$ cat config.mk
export PLATFORM = sky130hd
export DESIGN_NAME = panel_link_tx
export DESIGN_NICKNAME = d
export VERILOG_FILES = /design/src/rtl/plw_pkg.sv /design/src/rtl/plw_halfdiv.sv /design/src/rtl/plw_shifter.sv /design/src/rtl/panel_link_tx.sv
export SDC_FILE = /design/constraint.sdc
export NUM_CORES = 1
export LEC_CHECK = 0
export BUFFER_PORTS_ARGS = -buffer_cell sky130_fd_sc_hd__buf_2
export CAP_MARGIN = 15
export CORE_UTILIZATION = 50
export DETAILED_ROUTE_END_ITERATION = 6
export GPL_TIMING_DRIVEN = 0
export PLACE_DENSITY = 0.75
export REMOVE_ABC_BUFFERS = 1
export SLEW_MARGIN = 0
export SYNTH_ARGS = -nofsm -noshare
export SYNTH_HDL_FRONTEND = slang
export SYNTH_SLANG_ARGS = --single-unit
$ cat constraint.sdc
create_clock -name clk -period 1.8 [get_ports clk]
set_clock_uncertainty 0.05 [all_clocks]
set_input_delay 0.09 -clock clk [delete_from_list [all_inputs] [get_ports clk]]
set_output_delay 0.09 -clock clk [all_outputs]
set_load 0.005 [all_outputs]
$ cat src/rtl/plw_pkg.sv
package plw_pkg;
  typedef enum logic [1:0] {
    ST_IDLE  = 2'd0,
    ST_WAIT  = 2'd1,
    ST_SHIFT = 2'd2
  } plw_state_e;

  typedef struct packed {
    logic csn;
    logic sel;
    logic sck;
    logic sdo;
  } plw_lines_t;

  localparam plw_lines_t LINES_IDLE = '{csn: 1'b1, sel: 1'b1, sck: 1'b1, sdo: 1'b1};
endpackage

$ cat src/rtl/plw_halfdiv.sv
module plw_halfdiv #(
  parameter int HALF_CYC = 3
) (
  input  logic clk,
  input  logic rst_n,
  input  logic restart,
  output logic expire
);
  localparam int CW = (HALF_CYC > 1) ? $clog2(HALF_CYC) : 1;
  localparam logic [CW-1:0] RELOAD = CW'(HALF_CYC - 1);

  logic [CW-1:0] cnt_q, cnt_d;
  logic          cnt_en;

  always_comb begin
    cnt_en = 1'b0;
    cnt_d  = cnt_q;
    if (restart) begin
      cnt_en = 1'b1;
      cnt_d  = RELOAD;
    end else if (cnt_q != '0) begin
      cnt_en = 1'b1;
      cnt_d  = cnt_q - 1'b1;
    end
  end

  always_ff @(posedge clk or negedge rst_n) begin
    if (!rst_n)      cnt_q <= '0;
    else if (cnt_en) cnt_q <= cnt_d;
  end

  assign expire = (cnt_q == '0);
endmodule

$ cat src/rtl/plw_shifter.sv
module plw_shifter #(
  parameter int W = 8
) (
  input  logic         clk,
  input  logic         rst_n,
  input  logic         load,
  input  logic [W-1:0] load_data,
  input  logic         shift,
  output logic         next_bit,
  output logic         last
);
  localparam int BCW = $clog2(W);
  localparam logic [BCW-1:0] BITS_TOP = BCW'(W - 1);

  logic [W-1:0]   sreg_q, sreg_d;
  logic [BCW-1:0] left_q, left_d;
  logic           en;

  always_comb begin
    en     = load | shift;
    sreg_d = sreg_q;
    left_d = left_q;
    if (load) begin
      sreg_d = load_data;
      left_d = BITS_TOP;
    end else if (shift) begin
      sreg_d = {sreg_q[W-2:0], 1'b0};
      left_d = left_q - 1'b1;
    end
  end

  always_ff @(posedge clk or negedge rst_n) begin
    if (!rst_n) begin
      sreg_q <= '0;
      left_q <= '0;
    end else if (en) begin
      sreg_q <= sreg_d;
      left_q <= left_d;
    end
  end

  assign next_bit = sreg_q[W-2];
  assign last     = (left_q == '0);
endmodule

$ cat src/rtl/panel_link_tx.sv
module panel_link_tx #(
  parameter int HALF_CYC = 3,
  parameter int CNT_W    = 8
) (
  input  logic             clk,
  input  logic             rst_n,
  input  logic             start_i,
  input  logic             is_data_i,
  input  logic [CNT_W-1:0] count_i,
  input  logic             byte_valid_i,
  input  logic [7:0]       byte_data_i,
  output logic             byte_ready_o,
  output logic             busy_o,
  output logic             done_o,
  output logic             csn_o,
  output logic             sel_o,
  output logic             sck_o,
  output logic             sdo_o
);
  import plw_pkg::*;

  localparam logic [CNT_W-1:0] ONE = CNT_W'(1);

  logic [1:0] rsync_q;
  logic       rst_int_n;

  always_ff @(posedge clk or negedge rst_n) begin
    if (!rst_n) rsync_q <= 2'b00;
    else        rsync_q <= {rsync_q[0], 1'b1};
  end
  assign rst_int_n = rsync_q[1];

  plw_state_e       state_q, state_d;
  plw_lines_t       lines_q, lines_d;
  logic [CNT_W-1:0] rem_q, rem_d;
  logic             done_q, done_d;
  logic             restart, expire, load, shift, next_bit, last;
  logic             ctl_en;

  plw_halfdiv #(.HALF_CYC(HALF_CYC)) u_div (
    .clk     (clk),
    .rst_n   (rst_int_n),
    .restart (restart),
    .expire  (expire)
  );

  plw_shifter #(.W(8)) u_shf (
    .clk       (clk),
    .rst_n     (rst_int_n),
    .load      (load),
    .load_data (byte_data_i),
    .shift     (shift),
    .next_bit  (next_bit),
    .last      (last)
  );

  always_comb begin
    state_d = state_q;
    lines_d = lines_q;
    rem_d   = rem_q;
    done_d  = 1'b0;
    restart = 1'b0;
    load    = 1'b0;
    shift   = 1'b0;
    unique case (state_q)
      ST_IDLE: begin
        if (start_i && (!is_data_i || count_i != '0)) begin
          state_d = ST_WAIT;
          rem_d   = is_data_i ? count_i : ONE;
          lines_d = '{csn: 1'b0, sel: is_data_i, sck: 1'b1, sdo: 1'b1};
        end
      end
      ST_WAIT: begin
        if (byte_valid_i) begin
          load        = 1'b1;
          restart     = 1'b1;
          lines_d.sck = 1'b0;
          lines_d.sdo = byte_data_i[7];
          state_d     = ST_SHIFT;
        end
      end
      ST_SHIFT: begin
        if (expire) begin
          if (!lines_q.sck) begin
            lines_d.sck = 1'b1;
            restart     = 1'b1;
          end else if (!last) begin
            shift       = 1'b1;
            restart     = 1'b1;
            lines_d.sck = 1'b0;
            lines_d.sdo = next_bit;
          end else if (rem_q == ONE) begin
            state_d = ST_IDLE;
            lines_d = LINES_IDLE;
            rem_d   = '0;
            done_d  = 1'b1;
          end else begin
            rem_d   = rem_q - 1'b1;
            state_d = ST_WAIT;
          end
        end
      end
      default: begin
        state_d = ST_IDLE;
        lines_d = LINES_IDLE;
      end
    endcase
  end

  assign ctl_en = (state_d != state_q) || (lines_d != lines_q) ||
                  (rem_d != rem_q) || (done_d != done_q);

  always_ff @(posedge clk or negedge rst_int_n) begin
    if (!rst_int_n) begin
      state_q <= ST_IDLE;
      lines_q <= LINES_IDLE;
      rem_q   <= '0;
      done_q  <= 1'b0;
    end else if (ctl_en) begin
      state_q <= state_d;
      lines_q <= lines_d;
      rem_q   <= rem_d;
      done_q  <= done_d;
    end
  end

  assign byte_ready_o = (state_q == ST_WAIT);
  assign busy_o       = (state_q != ST_IDLE);
  assign done_o       = done_q;
  assign csn_o        = lines_q.csn;
  assign sel_o        = lines_q.sel;
  assign sck_o        = lines_q.sck;
  assign sdo_o        = lines_q.sdo;
endmodule

==> impl_metrics.env <==
export IMPL_status="finished with violations"
export IMPL_violations="setup timing"
export IMPL_root_buffer="clkbuf_4"
export IMPL_hold_class="in -> async"
export IMPL_p_leak_nw=1.11
export IMPL_rsz0062_at_grt="yes"
export IMPL_drive_above_1_share_pct=35.3
export IMPL_worstReg2RegEnd="rem_q[3]$_DFFE_PN0P_"
export IMPL_cap_viol_max_count=0
export IMPL_syn_mean_instance_area_um2=9.28
export IMPL_die_h_um=61.2
export IMPL_max_freq_mhz=514
export IMPL_layout_common_cells="27 x buf_2, 24 x dfrtp_1, 19 x buf_4, 16 x nor2_1, 14 x dlygate4sd3_1"
export IMPL_ant_nets=0
export IMPL_hpwlAfterDp_um=2910
export IMPL_ys_flop_type="dfrtp_1"
export IMPL_final_common_cell="buf_2"
export IMPL_antenna_found_initial=0
export IMPL_syn_inst=189
export IMPL_grt_overflow_total=0
export IMPL_clockBufferDepth=2
export IMPL_antenna_cells=0
export IMPL_clkLatencyLatePin_ps=330
export IMPL_remaining_drc_errors=0
export IMPL_area_delta_synth_final_pct=39.9
export IMPL_cp_required_ps=1980
export IMPL_num_io_pins=28
export IMPL_ys_seq_elements=29
export IMPL_fin_crit_ps=1940
export IMPL_r2r_slack_ps=-140
export IMPL_worstMarginPinSlew_ps=552
export IMPL_fin_crit_sh_pct=108
export IMPL_r2r_start="rem_q[4]$_DFFE_PN0P_"
export IMPL_port_buffers=27
export IMPL_critical_path_class="reg -> reg"
export IMPL_power_mw=3.60
export IMPL_cp_arrival_ps=2120
export IMPL_maxSlewHeadroom_pct=62.9
export IMPL_final_hold_viol_count=0
export IMPL_fin_ws_ps=-144
export IMPL_clkSlewWorstSetupHoldPaths_ps=100
export IMPL_grt_pass1_vias=1615
export IMPL_cts_tree="done"
export IMPL_wl_per_cell_um=15.9
export IMPL_core_area_mm2=0.00334
export IMPL_vias_per_cell=5.86
export IMPL_grt_start_max_net_pins=28
export IMPL_nets=284
export IMPL_peakVddDrop_uv=798
export IMPL_ys_warn_count=0
export IMPL_synthDistinctLibCells=49
export IMPL_num_rows=21
export IMPL_dieArea_mm2=0.00375
export IMPL_dr_first_iter_drc_count=154
export IMPL_final_util_pct=73.6
export IMPL_syn_area_mm2=0.00175
export IMPL_dr_pass1_iters=4
export IMPL_cts_sinks=29
export IMPL_synth_async_reset_ratio_pct=100
export IMPL_gp_congestion=0.880
export IMPL_end_kind="flop"
export IMPL_cts_buffers=5
export IMPL_synth_edff_count=0
export IMPL_finalSetupViolations=7
export IMPL_critPathLaunchType="flop"
export IMPL_synth_seq_area_share_pct=41.7
export IMPL_power_density_mw_per_mm2=1470
export IMPL_die_x_um=61.2
export IMPL_grt_pass1_wl_um=7330
export IMPL_initial_core_util_pct=52.6
export IMPL_maxSlewViolCount=0
export IMPL_vias=1764
export IMPL_grt_use_total_pct=27.3
export IMPL_cp_max_fo=4
export IMPL_ff2ff_path_depth=5
export IMPL_wirelength_um=4780
export IMPL_h_tree_depth=2
==> critical path, stage by stage, from the launching register on <==
cell and delay (ps):
dfrtp_1 410, or4_4 590, o31ai_4 270, buf_6 150
nor2_1 40, a221o_1 340
==> how the worst max path moves through the flow <==
stage / end / start / depth (start not counted)
detailed placement: rem_q[3]$_DFFE_PN0P_ / u_div.cnt_q[0]$_DFFE_PN0P_ / 6
floorplan: rem_q[3]$_DFFE_PN0P_ / rem_q[3]$_DFFE_PN0P_ / 4
CTS: rem_q[3]$_DFFE_PN0P_ / rem_q[1]$_DFFE_PN0P_ / 6
finish: rem_q[3]$_DFFE_PN0P_ / rem_q[4]$_DFFE_PN0P_ / 5
global route: rem_q[4]$_DFFE_PN0P_ / rem_q[4]$_DFFE_PN0P_ / 6
global placement: rem_q[3]$_DFFE_PN0P_ / u_div.cnt_q[0]$_DFFE_PN0P_ / 6
==> cells in the mapped netlist (4+ instances only) <==
cell | n | area share, %
ha_1 | 9 | 6.4
or3_1 | 5 | 1.8
mux2i_1 | 7 | 4.0
a21o_1 | 4 | 1.7
a221o_1 | 4 | 2.3
o21ai_0 | 8 | 2.3
nor2_1 | 16 | 3.4
dfstp_2 | 4 | 6.0
dfrtp_1 | 25 | 36
clkbuf_1 | 5 | 1.1
nand3_1 | 6 | 1.7
nand2_1 | 12 | 2.6
inv_1 | 16 | 3.4
a21oi_1 | 12 | 3.4
o211ai_1 | 4 | 1.7
a31oi_1 | 4 | 1.4
==> report_power, final <==
group | switching, mW | internal (mW) | total (mW)
combinational | 1.02 | 0.988 | 2.01
clock | 0.224 | 0.192 | 0.416
sequential | 0.231 | 0.942 | 1.17
==> state kept, by name, summed over array words and instances, names as in the netlist <==
name	flops
sck_o	1
u_shf.sreg_q	7
done_o	1
u_div.cnt_q	2
sel_o	1
csn_o	1
state_q	2
rem_q	8
u_shf.left_q	3
sdo_o	1
rsync_q	2
==> metal layers <==
metal / global-route usage, % / routed length [µm] / up-vias / part of all wire [%]
li1: - / - / 819 / -
met1: 31.2 / 1870 / 864 / 39
met2: 48.6 / 2530 / 66 / 53
met3: 4.62 / 235 / 15 / 4.9
met4: 14.3 / 142 / 0 / 3.0
met5: 0 / 0 / - / 0
==> logic make-up after synthesis <==
family          count (synthesis)  synth area share, %
simple gates                   59                 17.1
compound gates                 56                 22.8
flops                          29                 41.7
buf+inv                        24                 5.63
fa+ha+maj                       9                 6.42
mux                             8                 4.64
xor+xnor                        3                 1.50
other cells                     1                0.214
==> what timing repair did <==
item                                    CTS  global route
pin swaps                                14            11
hold buffers                             14             0
gates resized for setup                  22            15
hold endpoints to repair                 14             0
endpoints found under the setup margin   23            19
setup buffers                            18             7
==> area by class of cell <==
class / instances / area [µm²]
tap: 46 / 57.6
inverter: 16 / 60.1
multi-input combinational: 136 / 1040
fill: 259 / 882
clock buffer: 8 / 58.8
sequential: 29 / 732
timing repair buffer: 66 / 502
==> stage by stage <==
step	setup WS [ps]	hold WS, ps	instances	setup TNS [ps]	area (µm²)
5_1_grt	-193	6.74	301	-1120	2450
6_report	-144	8.27	301	-626	2450
3_5_place_dp	-688	-175	254	-9080	1910
4_1_cts	-188	4.09	294	-868	2320
2_1_floorplan	-254	-256	181	-1810	1720
3_3_place_gp	-657	-176	254	-8040	1910
No activity file was read; power rests on OpenSTA's default activity.
